**config.mk**
```make
export PLATFORM = sky130hd
export DESIGN_NAME = rx_addr_filter
export DESIGN_NICKNAME = d
export VERILOG_FILES = /design/src/rtl/rxaf_pkg.sv /design/src/rtl/rxaf_exact_match.sv /design/src/rtl/rxaf_hash_lookup.sv /design/src/rtl/rx_addr_filter.sv
export SDC_FILE = /design/constraint.sdc
export NUM_CORES = 1
export LEC_CHECK = 0
export ABC_AREA = 1
export BUFFER_PORTS_ARGS = -buffer_cell sky130_fd_sc_hd__buf_2
export CAP_MARGIN = 5
export CORE_ASPECT_RATIO = 1.75
export CORE_MARGIN = 2
export CORE_UTILIZATION = 35
export CTS_CLUSTER_SIZE = 14
export DETAILED_ROUTE_END_ITERATION = 10
export HOLD_SLACK_MARGIN = 0.06
export PLACE_DENSITY = 0.65
export SYNTH_ARGS = -nofsm -noshare
export SYNTH_HDL_FRONTEND = slang
export SYNTH_SLANG_ARGS = --single-unit
export TNS_END_PERCENT = 1
```
**constraint.sdc**
```tcl
create_clock -name clk -period 4.1 [get_ports clk]
set_clock_uncertainty 0.2 [all_clocks]
set_input_delay 0.205 -clock clk [delete_from_list [all_inputs] [get_ports clk]]
set_output_delay 0.205 -clock clk [all_outputs]
set_load 0.005 [all_outputs]
```
**src/rtl/rxaf_pkg.sv**
```systemverilog
package rxaf_pkg;
  localparam int MAC_W   = 48;
  localparam int CRC_W   = 32;
  localparam int HASH_W  = 6;
  localparam logic [CRC_W-1:0] CRC_POLY_REFL = 32'hEDB88320;

  // Reflected CRC-32, LSB of byte 0 first, preset ones, no final inversion.
  function automatic logic [CRC_W-1:0] crc32_refl(input logic [MAC_W-1:0] a);
    logic [CRC_W-1:0] c;
    logic fb;
    c = '1;
    for (int i = 0; i < MAC_W; i++) begin
      fb = c[0] ^ a[i];
      c  = c >> 1;
      if (fb) c = c ^ CRC_POLY_REFL;
    end
    return c;
  endfunction

  function automatic logic [HASH_W-1:0] hash_of(input logic [MAC_W-1:0] a);
    logic [CRC_W-1:0] c;
    c = crc32_refl(a);
    return c[CRC_W-1 -: HASH_W];
  endfunction

  // Word h[5:4], bit 15 - h[3:0] inside that word.
  function automatic logic [HASH_W-1:0] table_pos(input logic [HASH_W-1:0] h);
    return {h[5:4], ~h[3:0]};
  endfunction
endpackage

```
**src/rtl/rxaf_exact_match.sv**
```systemverilog
module rxaf_exact_match #(
  parameter int NUM_SLOTS = 4,
  parameter int IDX_W     = (NUM_SLOTS > 1) ? $clog2(NUM_SLOTS) : 1
) (
  input  logic [NUM_SLOTS*rxaf_pkg::MAC_W-1:0] slots,
  input  logic [rxaf_pkg::MAC_W-1:0]           addr,
  output logic                                 hit,
  output logic [IDX_W-1:0]                     idx
);
  localparam int AW = rxaf_pkg::MAC_W;

  logic [NUM_SLOTS-1:0] slot_eq;

  generate
    for (genvar g = 0; g < NUM_SLOTS; g++) begin : g_slot
      logic [AW-1:0] ent;
      assign ent        = slots[g*AW +: AW];
      assign slot_eq[g] = (ent != {AW{1'b1}}) && (ent == addr);
    end
  endgenerate

  // Lowest index wins: scan downward so the last write is the lowest.
  always_comb begin
    hit = |slot_eq;
    idx = '0;
    for (int k = NUM_SLOTS - 1; k >= 0; k--)
      if (slot_eq[k]) idx = IDX_W'(k);
  end
endmodule

```
**src/rtl/rxaf_hash_lookup.sv**
```systemverilog
module rxaf_hash_lookup #(
  parameter int TBL_BITS = 64
) (
  input  logic [TBL_BITS-1:0]        tbl,
  input  logic [rxaf_pkg::MAC_W-1:0] addr,
  output logic [rxaf_pkg::HASH_W-1:0] hash_val,
  output logic                       tbl_bit
);
  import rxaf_pkg::*;

  logic [HASH_W-1:0] pos;

  always_comb begin
    hash_val = hash_of(addr);
    pos      = table_pos(hash_val);
    tbl_bit  = tbl[pos];
  end
endmodule

```
**src/rtl/rx_addr_filter.sv**
```systemverilog
module rx_addr_filter #(
  parameter int NUM_SLOTS = 4,
  parameter int TBL_BITS  = 64,
  localparam int AW       = rxaf_pkg::MAC_W,
  localparam int IDX_W    = (NUM_SLOTS > 1) ? $clog2(NUM_SLOTS) : 1,
  localparam int STAT_W   = 4 + IDX_W
) (
  input  logic                    clk,
  input  logic                    rst_n,
  input  logic                    cfg_promisc,
  input  logic                    cfg_all_multi,
  input  logic [NUM_SLOTS*AW-1:0] cfg_exact_addr,
  input  logic [TBL_BITS-1:0]     cfg_hash_tbl,
  input  logic                    da_valid,
  input  logic [AW-1:0]           da_addr,
  output logic                    res_valid,
  output logic                    res_accept,
  output logic [STAT_W-1:0]       res_status
);
  localparam int B_BCAST = STAT_W - 1;
  localparam int B_MCAST = STAT_W - 2;
  localparam int B_HASH  = STAT_W - 3;
  localparam int B_EXACT = STAT_W - 4;

  // Named internal events
  logic                        is_bcast_w, is_mcast_w;
  logic                        exact_hit_w, tbl_bit_w, hash_hit_w;
  logic [IDX_W-1:0]            exact_idx_w;
  logic [rxaf_pkg::HASH_W-1:0] hash_val_w;
  logic                        accept_w;

  assign is_bcast_w = &da_addr;
  assign is_mcast_w = da_addr[0] & ~is_bcast_w;

  rxaf_exact_match #(.NUM_SLOTS(NUM_SLOTS), .IDX_W(IDX_W)) u_exact (
    .slots (cfg_exact_addr),
    .addr  (da_addr),
    .hit   (exact_hit_w),
    .idx   (exact_idx_w)
  );

  rxaf_hash_lookup #(.TBL_BITS(TBL_BITS)) u_hash (
    .tbl      (cfg_hash_tbl),
    .addr     (da_addr),
    .hash_val (hash_val_w),
    .tbl_bit  (tbl_bit_w)
  );

  assign hash_hit_w = is_mcast_w & tbl_bit_w;
  assign accept_w   = cfg_promisc | is_bcast_w | exact_hit_w
                    | (is_mcast_w & (hash_hit_w | cfg_all_multi));

  always_ff @(posedge clk) begin
    if (!rst_n) begin
      res_valid  <= 1'b0;
      res_accept <= 1'b0;
      res_status <= '0;
    end else begin
      res_valid <= da_valid;
      if (da_valid) begin
        res_accept <= accept_w;
        res_status <= {is_bcast_w, is_mcast_w, hash_hit_w, exact_hit_w, exact_idx_w};
      end
    end
  end

  // Assertions
  p_valid_pulse_r1: assert property (@(posedge clk) disable iff (!rst_n)
    1'b1 |=> (res_valid == $past(da_valid)));
  p_bcast_not_mcast_r2: assert property (@(posedge clk) disable iff (!rst_n)
    res_status[B_BCAST] |-> !res_status[B_MCAST]);
  p_exact_accepts_r4: assert property (@(posedge clk) disable iff (!rst_n)
    res_status[B_EXACT] |-> res_accept);
  p_idx_zero_on_miss_r6: assert property (@(posedge clk) disable iff (!rst_n)
    !res_status[B_EXACT] |-> (res_status[IDX_W-1:0] == '0));
  p_hash_needs_mcast_r7: assert property (@(posedge clk) disable iff (!rst_n)
    res_status[B_HASH] |-> (res_status[B_MCAST] && res_accept));
  p_promisc_accepts_r9: assert property (@(posedge clk) disable iff (!rst_n)
    (da_valid && cfg_promisc) |=> res_accept);
  p_held_between_r1: assert property (@(posedge clk) disable iff (!rst_n)
    !$past(da_valid) |-> ($stable(res_accept) && $stable(res_status)));
endmodule

```
# [Word level (Yosys, flattened, before mapping)]
# Index checks and enable logic that the tools add are counted.
[word_totals] input_bits=309 output_inout_bits=8 elab_cells=175 register_bits=8
[op_classes] magnitude_cmp=1 bitwise=103 n_reduce_logical=6 n_mux=54 n_eq_ne=8
[op_table] cell="$mux W32" n=48
[op_table] cell="$not A13 Y14" n=47
[op_table] cell="$eq A48 B48 Y1" n=4
[op_table] cell="$ne A48 B48 Y1 const B" n=4
[op_table] cell="$reduce_and A48 Y1" n=1
[op_table] cell="$xor A1 B1 Y1" n=47
[op_table] cell="$mux W2" n=4
[op_table] cell="$lt A6 B7 Y1 const B" n=1
[op_table] cell="$bmux W1 S6" n=1
[op_table] cell="$logic_and A1 B1 Y1" n=4
[op_table] cell="$not A4 Y4" n=1
[op_table] cell="$or A1 B1 Y1" n=4
[op_table] cell="$reduce_or A4 Y1" n=1
[op_table] cell="$and A1 B1 Y1" n=3
[op_table] cell="$mux W1" n=1
[op_table] cell="$not A1 Y1" n=1

# [Logic depth before layout (Yosys ltp)]
# Gate-level depths: netlist of the first run.
[depth] depth_word=102 mapped_depth=46 mapped_depth_nobuf=45

# [Hierarchy]
# A second synthesis of the first run with hierarchy kept.
[unflattened] hier_cells=2099 area_unflattened_um2=10289.9
[modules_own_cells] mod="rxaf_hash_lookup" seq_area_each_um2=0.0 cells_per_inst=1291 instances=1 area_each_um2=6093.3
[modules_own_cells] mod="rxaf_exact_match" seq_area_each_um2=0.0 cells_per_inst=723 instances=1 area_each_um2=3703.6
[modules_own_cells] mod="rx_addr_filter" seq_area_each_um2=160.2 cells_per_inst=85 instances=1 area_each_um2=493.0

# [Worst setup path before layout of the first run]
# Ideal clock, no wire load.
[synth_timing] kind="input-to-reg" from="input port da_addr[0]" to="register res_status[3]" path_slack_ps=-56 setup_time_ps=119 t_arrival_ps=3836 required_time_ps=3781 path_stages=35 path_buffers=1 path_cell_list="ha_1 -> buf_4 -> nand2_1 -> nand2_1 -> nand2_1 -> nand2_2 -> inv_4 -> nand2_1 -> nand2_4 -> nand3_2 -> nand2_4 -> nand2_1 -> nand2_1 -> nand2_1 -> nand2_4 -> nand2_1 -> nand2_2 -> nand2_1 -> nand2_1 -> nand3_1 -> nand2_2 -> xor2_1 -> inv_1 -> nand2_1 -> nand3b_1 -> nand2_1 -> xor2_2 -> xor2_2 -> inv_2 -> nand3_1 -> nand3_1 -> nand2_1 -> nand2_1 -> nand3_2 -> o21bai_1"
[synth_between] elab_chain_len=73 word_cells_on_any_way=136 classes_between="mux (50); bitwise (85); reduce/logical (1)"
[synth_rtl] item="start, declared" line="rx_addr_filter.sv:15" text="input logic [AW-1:0] da_addr,"
[synth_rtl] item="$mux W32" line="rxaf_pkg.sv:15" text="if (fb) c = c ^ CRC_POLY_REFL;"
[synth_rtl] item="$not A13 Y14 (no source line)"
[synth_rtl] item="$mux W32" line="rxaf_pkg.sv:15"
[synth_rtl] item="$mux W32 / $not A13 Y14 (equally long branches)"
[synth_rtl] item="$mux W32" line="rxaf_pkg.sv:15"
[synth_rtl] item="$not A13 Y14 (no source line) / $mux W32 (equally long branches)"
[synth_rtl] item="$mux W32 / $not A13 Y14 (equally long branches)"
[synth_rtl] item="$mux W32" line="rxaf_pkg.sv:15"
[synth_rtl] item="(+57 left out)"
[synth_rtl] item="$not A13 Y14 (no source line)"
[synth_rtl] item="$mux W32" line="rxaf_pkg.sv:15"
[synth_rtl] item="$not A13 Y14 (no source line)"
[synth_rtl] item="$mux W32" line="rxaf_pkg.sv:15"
[synth_rtl] item="$not A4 Y4" line="rxaf_pkg.sv:28" text="return {h[5:4], ~h[3:0]};"
[synth_rtl] item="$bmux W1 S6" line="rxaf_hash_lookup.sv:16" text="tbl_bit = tbl[pos];"
[synth_rtl] item="$mux W1 (not written as such)" line="rxaf_hash_lookup.sv:16"
[synth_rtl] item="$and A1 B1 Y1 (*)" line="rx_addr_filter.sv:49" text="assign hash_hit_w = is_mcast_w & tbl_bit_w;"
[synth_rtl] item="end signal, assigned" line="rx_addr_filter.sv:62" text="res_status <= {is_bcast_w, is_mcast_w, hash_hit_w, exact_hit_w, exact_idx_w};"
[synth_rtl] item="end, declared" line="rx_addr_filter.sv:18" text="output logic [STAT_W-1:0] res_status"
# Mark *: on every way between the ends. The rest lies on a longest branch, timed or not. The select of a mux whose other input is x is not followed.
# A chain may end at the register's enable or synchronous reset.

# [Final worst setup path of the first run]
[layout_timing] from="input port da_addr[5]" to="register res_status[3]"
[layout_between] elab_chain_len=66 word_cells_on_any_way=122 classes_between="mux (45); bitwise (76); reduce/logical (1)"
[layout_rtl] item="$xor A1 B1 Y1" line="rxaf_pkg.sv:13" text="fb = c[0] ^ a[i];"
[layout_rtl] item="$mux W32" line="rxaf_pkg.sv:15"
[layout_rtl] item="$mux W32 / $not A13 Y14 (equally long branches)"
[layout_rtl] item="$mux W32" line="rxaf_pkg.sv:15"
[layout_rtl] item="$mux W32 / $not A13 Y14 (equally long branches) (2 in series)"
[layout_rtl] item="$mux W32" line="rxaf_pkg.sv:15"
[layout_rtl] item="$xor A1 B1 Y1 / $not A13 Y14 (equally long branches)"
[layout_rtl] item="$mux W32" line="rxaf_pkg.sv:15"
[layout_rtl] item="(+49 left out)"
[layout_rtl] item="$not A13 Y14 (no source line) / $mux W32 (equally long branches)"
[layout_rtl] item="$mux W32" line="rxaf_pkg.sv:15"
[layout_rtl] item="$not A13 Y14 (no source line)"
[layout_rtl] item="$mux W32" line="rxaf_pkg.sv:15"
[layout_rtl] item="$not A4 Y4" line="rxaf_pkg.sv:28"
[layout_rtl] item="$bmux W1 S6" line="rxaf_hash_lookup.sv:16"
[layout_rtl] item="$mux W1 (not written as such)" line="rxaf_hash_lookup.sv:16"
[layout_rtl] item="$and A1 B1 Y1 (*)" line="rx_addr_filter.sv:49"
# Marked as above.

==> results.md, run 1 <==
Outcome:
- The flow ran to the end, but the final reports show violations.
- The final reports fail on negative setup slack.

Layout:
- The fraction of final layout cells sized beyond drive strength 1 is between 30% and 40%.
- The number of standard cells in the final layout excluding fillers is 2450.
- The multi-input combinational cells in the finished layout cover a total of 8340 um2.
- Fill cells in the final layout number ~2700.
- For this run, the post-layout net count is 2443.
- The library cells used most frequently in the layout, excluding fill and tap cells, are sky130_fd_sc_hd__nand2_1, sky130_fd_sc_hd__buf_2, sky130_fd_sc_hd__nand3_1, sky130_fd_sc_hd__buf_4, sky130_fd_sc_hd__xor2_1.
- The most frequent standard cell in the layout excluding fill and tap cells is sky130_fd_sc_hd__nand2_1.
- The sequential cells in the finished layout cover a total of 160 um2.
- The area added between synthesis and finish is 47.4%.

Clock network:
- In this run the number of H-tree levels came out at 1.
- The maximum clock path buffer count is 2.
- The clock sink total is 8.
- TritonCTS created 3 clock buffers.
- The later pin in the worst-skew pair is clocked with a latency of 0.23 ns.
- In this run the clock root is driven by a sky130_fd_sc_hd__clkbuf_16.
- TritonCTS built the clock tree.
- After clock tree synthesis, the clock-pin slew on the worst setup and hold paths is 0.04 ns.

Logic synthesis:
- Yosys printed 0 warnings.
- The number of distinct standard cells referenced by the synthesized netlist is 41.
- The register bit count reported by yosys is 8.
- The share of synthesized registers carrying an async set or reset is 0%.
- Synthesis produced 1632 cells.
- Among all flip-flop cells after synthesis, the most frequent one is sky130_fd_sc_hd__dfxtp_1.
- Dividing the synthesized area by the synthesized cell count gives 5.46 um2.
- The post-synthesis net count is about 1900.
- The synthesized area is 8910 um2.
- Sequential cells were found to cover 1.80% of the synthesized design area.
- The count of flip-flops with a built-in enable after synthesis is 0.

Route:
- In the routed layout, each cell is associated on average with a via count of ~5.4.
- The total routed wirelength is 46400 um.
- The detailed-route via count is 13200.
- Once detail routing completed, the nets flagged for antenna violations numbered 0.
- The average detailed-routed wire length per instance is 19.0 um.
- The pre-antenna-repair detailed-routing pass consisted of 5 iterations.
- The total DRC errors in the routed layout is 0.
- For this block, the initial DRC count from the detailed router was 957.

Worst setup path:
- The worst setup path is launched from a primary input.
- The maximum fanout along the worst path is 13.
- The type of the worst setup path is in -> reg.
- The critical-path cell with the highest stage delay is sky130_fd_sc_hd__xnor2_1.
- The kind of end point of the critical path is a flop.
- Across all register-to-register paths, the minimum setup slack is between 2 and 3 ns.
- Data on the critical path is required at its endpoint by 4.02 ns.
- The data arrival time of the critical path is ~4.3 ns.
- The cell with the most instances on the worst path is sky130_fd_sc_hd__nand2_1.
- The critical path's largest stage delay is 0.29 ns.

Floorplan:
- The die extent in y is between 200 and 250 um.
- In this run the core area contains 77 standard-cell rows.
- The core area is 25100 um2.
- For this configuration, the core starts out at a cell density of between 30% and 40%.
- The count of pins on the block boundary is 317.
- The die covers 26800 um2.
- The die is 125 um wide.

GRT:
- The remaining global-route overflow is 0.
- For this run, the total global-route usage over all layers was measured as between 30% and 40%.
- The number of global-route vias before repair was 12500.
- The number of antenna violations at the first check in global routing is 4.
- The pin count of the biggest net entering global routing is 17.
- The first global-routing pass estimated 68400 um of wire.

Placed design:
- The global placement routability congestion is 1.05.
- Once detailed placement completed, the half-perimeter wirelength came to 40500 um.
- Counting tap cells, the placed design contains a total of ~2400 instances.
- During placement, the flow inserted port buffers numbering roughly 320.

Worst hold path:
- The tightest min-delay check is of the in -> reg type.

STA:
- In the post-route analysis, the smallest setup slack over all paths is -0.315 ns.
- The count of pins over their slew limit is 0.
- The hold violation total from the final report is 0.
- For this run, the top clock speed supported by timing is 0.227 GHz.
- The final critical path takes up 108% of the cycle.
- The post-route minimum period is 4.41 ns.
- Setup repair after global routing could not meet its margin everywhere.
- The total setup violations reported at the end of the flow is 2.
- The headroom to the max-slew limit is a little over two fifths.
- The transition time at the pin with the least slew margin is ~0.83 ns.
- The final setup TNS is -0.627 ns.

Run:
- The max-cap violation count is 0.
[final cells by class]
cell class | instances | share of cell area [%]
diodes | 5 | 0.0953
clock buffers | 3 | 0.572
well taps | 316 | 3.01
repair buffers | 552 | 27.2
inverters | 148 | 4.39
flip-flops and latches | 8 | 1.22
multi-input cells | 1418 | 63.5
[synth_stat cells (5+ instances only)]
cell / count / share of area, %
sky130_fd_sc_hd__inv_2: 27 / 1.1
sky130_fd_sc_hd__nor4_1: 39 / 2.7
sky130_fd_sc_hd__a221oi_1: 8 / 0.79
sky130_fd_sc_hd__nand4_1: 82 / 5.8
sky130_fd_sc_hd__nand2_4: 17 / 2.1
sky130_fd_sc_hd__xnor2_1: 82 / 8.1
sky130_fd_sc_hd__nand3b_1: 9 / 0.76
sky130_fd_sc_hd__buf_4: 10 / 0.84
sky130_fd_sc_hd__nand3_2: 13 / 1.5
sky130_fd_sc_hd__nand2_1: 598 / 25
sky130_fd_sc_hd__or2_2: 5 / 0.35
sky130_fd_sc_hd__nor2_1: 19 / 0.80
sky130_fd_sc_hd__o22ai_1: 9 / 0.63
sky130_fd_sc_hd__nand2_2: 72 / 5.1
sky130_fd_sc_hd__inv_1: 118 / 5.0
sky130_fd_sc_hd__nand3_1: 271 / 15
sky130_fd_sc_hd__dfxtp_1: 8 / 1.8
sky130_fd_sc_hd__xor2_1: 155 / 15
sky130_fd_sc_hd__clkbuf_1: 23 / 0.97
sky130_fd_sc_hd__buf_6: 9 / 1.1
sky130_fd_sc_hd__a21oi_1: 6 / 0.34
sky130_fd_sc_hd__buf_2: 17 / 0.96
[registers in the layout, summed over array words and instances (netlist names)]
name and cells:
res_status 6, res_accept 1, res_valid 1
[metal layers]
metal | share of wire, % | vias to the layer above | global-route usage [%]
met4 | 10 | 0 | 26.4
met2 | 49 | 732 | 59.5
met5 | 0 | - | 0
li1 | - | 6340 | -
met1 | 33 | 5905 | 32.9
met3 | 7.1 | 206 | 3.36
[path summary, 6_finish.rpt]
kind | from | to | cells past startpoint
max | da_addr[5] | res_status[3] | 41
min | rst_n | res_status[4] | 3
max reg2reg | res_accept | res_accept | 3
min reg2reg | res_status[4] | res_status[4] | 2
[critical path, delay by kind of cell]
kind	cells	cell delay (ns)
and+or+nand+nor	33	2.92
AOI/OAI and AO/OA	1	0.06
xor gates and xnor gates	1	0.29
buffers and inverters	6	0.85
[through the flow]
stage / util [%] / cell area (um2) / worst slack [ns] / hold slack, ns
after global placement: 49.0 / 12300 / -0.770 / 0.252
after CTS: 51.1 / 12900 / -0.273 / 0.0770
after floorplan: - / 8940 / 0.00160 / 0.117
after detailed placement: 49.0 / 12300 / -0.843 / 0.266
final: 52.2 / 13100 / -0.315 / 0.0842
after global routing: 52.2 / 13100 / -0.660 / 0.109
[what timing repair did]
item	in CTS	in global routing
pin swaps	23	23
endpoints found under the setup margin	2	2
buffers inserted	9	4
gates resized for setup	72	60
cloned	3	0
hold buffers	0	0
[kinds of logic after synthesis]
| kind of cell | Yosys count | synth area share (%) |
|---|---|---|
| and+or+nand+nor | 1142 | 61.2 |
| adders and majority gates | 3 | 0.421 |
| xor gates and xnor gates | 240 | 23.9 |
| DFF | 8 | 1.80 |
| AOI/OAI and AO/OA | 32 | 2.50 |
| buffers and inverters | 207 | 10.2 |
Power of run 1 is not shown: default switching activity piles up to over one toggle a cycle in this logic, so the estimate is an artifact.
==> run 2: changes to the inputs <==
Settings changed: CORE_MARGIN 2 to 5.
==> run 2 against run 1 <==
Compared with the run above: the run still ends with negative setup slack left; core utilization increased by 1.5 points; highest routed layer is now met5; hold slack improved by 0.0070 ns; wire length grew 4.8%; sequential cell count stayed put; critical path depth shrank 10; cell count decreased by 0.24%; count of clock-buffer cells in the layout unchanged; first-iteration DRC count decreased by 11%.
==> results.md, run 2 (synthesis gave the netlist of run 1 again) <==
Floorplan:
- The die is 131 um wide.
- From bottom edge to top edge, the die measures 221 um.
- The core area is 25200 um2.
- The count of pins on the block boundary is 317.
- The floorplan has 77 rows.
- Once the floorplan was initialized, standard cells occupied 35.3% of the core.
- The die covers 28900 um2.

STA:
- The transition time at the pin with the least slew margin is 0.830 ns.
- The final cycle utilization of the critical path is 109%.
- The minimum setup slack in the final design is -0.360 ns.
- The post-route minimum period is 4.46 ns.
- The count of pins over their slew limit is 0.
- Derived from the worst setup path, the maximum achievable clock frequency is 0.224 GHz.
- Adding up every negative setup slack in the final design gives -0.716 ns.
- In this run the tightest slew margin relative to its limit is 43.9%.
- The total setup violations reported at the end of the flow is 2.
- The hold violation total from the final report came to 0.
- Setup repair after global routing could not meet its margin everywhere.

Worst setup path:
- For the worst setup path, the data arrival time is 4.38 ns.
- STA classifies the critical path endpoint as a flop.
- By instance count, the cell type seen most on the critical path is sky130_fd_sc_hd__buf_4.
- The buffer and inverter count on the worst path is 9.
- Among cell families on the critical path, the largest total delay comes from simple AND/OR/NAND/NOR gates.
- On the critical path, the stage with the largest delay is an instance of sky130_fd_sc_hd__xor2_1.
- The critical path's largest stage delay is 0.27 ns.
- STA classifies the critical path startpoint as a primary input.
- The setup check on the worst reg-to-reg path leaves a slack of just over 3 ns.
- Data on the critical path is required at its endpoint by approximately 4 ns.
- The maximum fanout along the worst path is 7.
- The critical path in this run is classified as in -> reg.

Layout:
- The register ranked first by flip-flop count is res_status.
- The library cell used most frequently in the layout, excluding fill and tap cells, is sky130_fd_sc_hd__nand2_1.
- Compared with the post-synthesis result, the final layout area differs by 52.2%.
- The register with the most flip-flops in the layout has 6 of them.
- The library cells used most frequently in the layout, excluding fill and tap cells, are sky130_fd_sc_hd__nand2_1, sky130_fd_sc_hd__buf_2, sky130_fd_sc_hd__nand3_1, sky130_fd_sc_hd__buf_4, sky130_fd_sc_hd__nand2_2.
- The largest registers in the layout are res_status x6, res_accept x1, res_valid x1.
- The net count of the finished layout is 2438.
- The post-route netlist has about two fifths of its cells at a drive strength greater than 1.

Clock network:
- The clock sink total is 8.
- The clock passes through at most 2 buffers.
- TritonCTS built the clock tree.
- At the later pin of the worst-skew pair, clock insertion delay measures 0.24 ns.
- The root buffer cell is sky130_fd_sc_hd__clkbuf_16.
- The clock transition time at the flip-flop clock pins of the worst setup and hold paths is ~0.04 ns.
- The number of buffers created by CTS is 3.
- The H-tree depth is 1.

GRT:
- Entering global routing, the biggest net connects 28 pins.
- The number of antenna violations at the first check in global routing is 5.
- The number of global-route vias before repair came to 13000.
- Across every metal layer, demand over resource in global routing totals 30.9%.
- The total overflow left after global routing is 0.
- The first global-routing pass estimated about 70000 um of wire.

Route:
- The number of design-rule violations left by the first detailed-router iteration is 849.
- The detailed-route via count is 13400.
- The number of nets with antenna violations after detailed routing is 0.
- In the routed layout, each cell is associated on average with a via count of 5.47.
- For this run, the detailed router's first-pass iteration total came to 5.
- Wires add up to 48700 um.
- Dividing the detail-routed wire length by the instance count gives about 20 um.
- In the routed design, unresolved DRC markers number 0.

Placed design:
- The global placement routability congestion is approximately 1.1.
- Port buffering added 316 buffers.
- The half-perimeter wire length after detailed placement is roughly 42000 um.

Outcome:
- The run finished, with violations left.
- The final reports fail on negative setup slack.

Run:
- The max-cap violation count is 0.

Worst hold path:
- The path class of the tightest hold or removal check is in -> reg.
## run 2: path summary, 6_finish.rpt
check / end / depth (start not counted) / from
worst min register to register: res_status[4] / 2 / res_status[4]
worst max-delay path: res_accept / 31 / da_addr[3]
worst max register to register: res_accept / 3 / res_accept
worst min-delay path: res_status[4] / 3 / rst_n
## run 2: per-stage QoR
stage	instances	hold slack, ns	util, %	setup slack [ns]	area [um2]
5_1_grt	2443	0.110	53.7	-0.687	13600
2_1_floorplan	1632	0.117	-	0.00160	8940
4_1_cts	2417	0.0857	49.4	-0.342	12500
3_3_place_gp	2412	0.265	48.4	-0.721	12200
3_5_place_dp	2412	0.273	48.4	-0.837	12200
6_report	2444	0.0913	53.7	-0.360	13600
## run 2: layout make-up
type | count | area [um2]
Sequential cell | 8 | 160
Multi-Input combinational cell | 1419 | 8800
Tap cell | 316 | 395
Fill cell | 2573 | 11700
Inverter | 148 | 583
Antenna cell | 4 | 10.0
Timing Repair Buffer | 546 | 3530
Clock buffer | 3 | 75.1
## run 2: routing by layer
metal  up-vias  track usage (%)  part of all wire [%]
li1       6324                -                     -
met1      6022             29.0                    32
met2       750             56.4                    50
met3       263             5.38                   8.1
met4         4             24.8                    10
met5         -                0                 0.068
## run 2: repair_timing
action / in CTS / in global routing
pin swaps: 5 / 80
hold buffers: 0 / 0
endpoints found under the setup margin: 2 / 2
gates resized for setup: 34 / 208
cloned: 1 / 4
buffers inserted: 1 / 19
## run 2: tightest hold or removal path: stages
cell and delay (ns):
sky130_fd_sc_hd__buf_2 0.15, sky130_fd_sc_hd__inv_1 0.08, sky130_fd_sc_hd__a21oi_1 0.04
Power of run 2 is left out for the same reason.
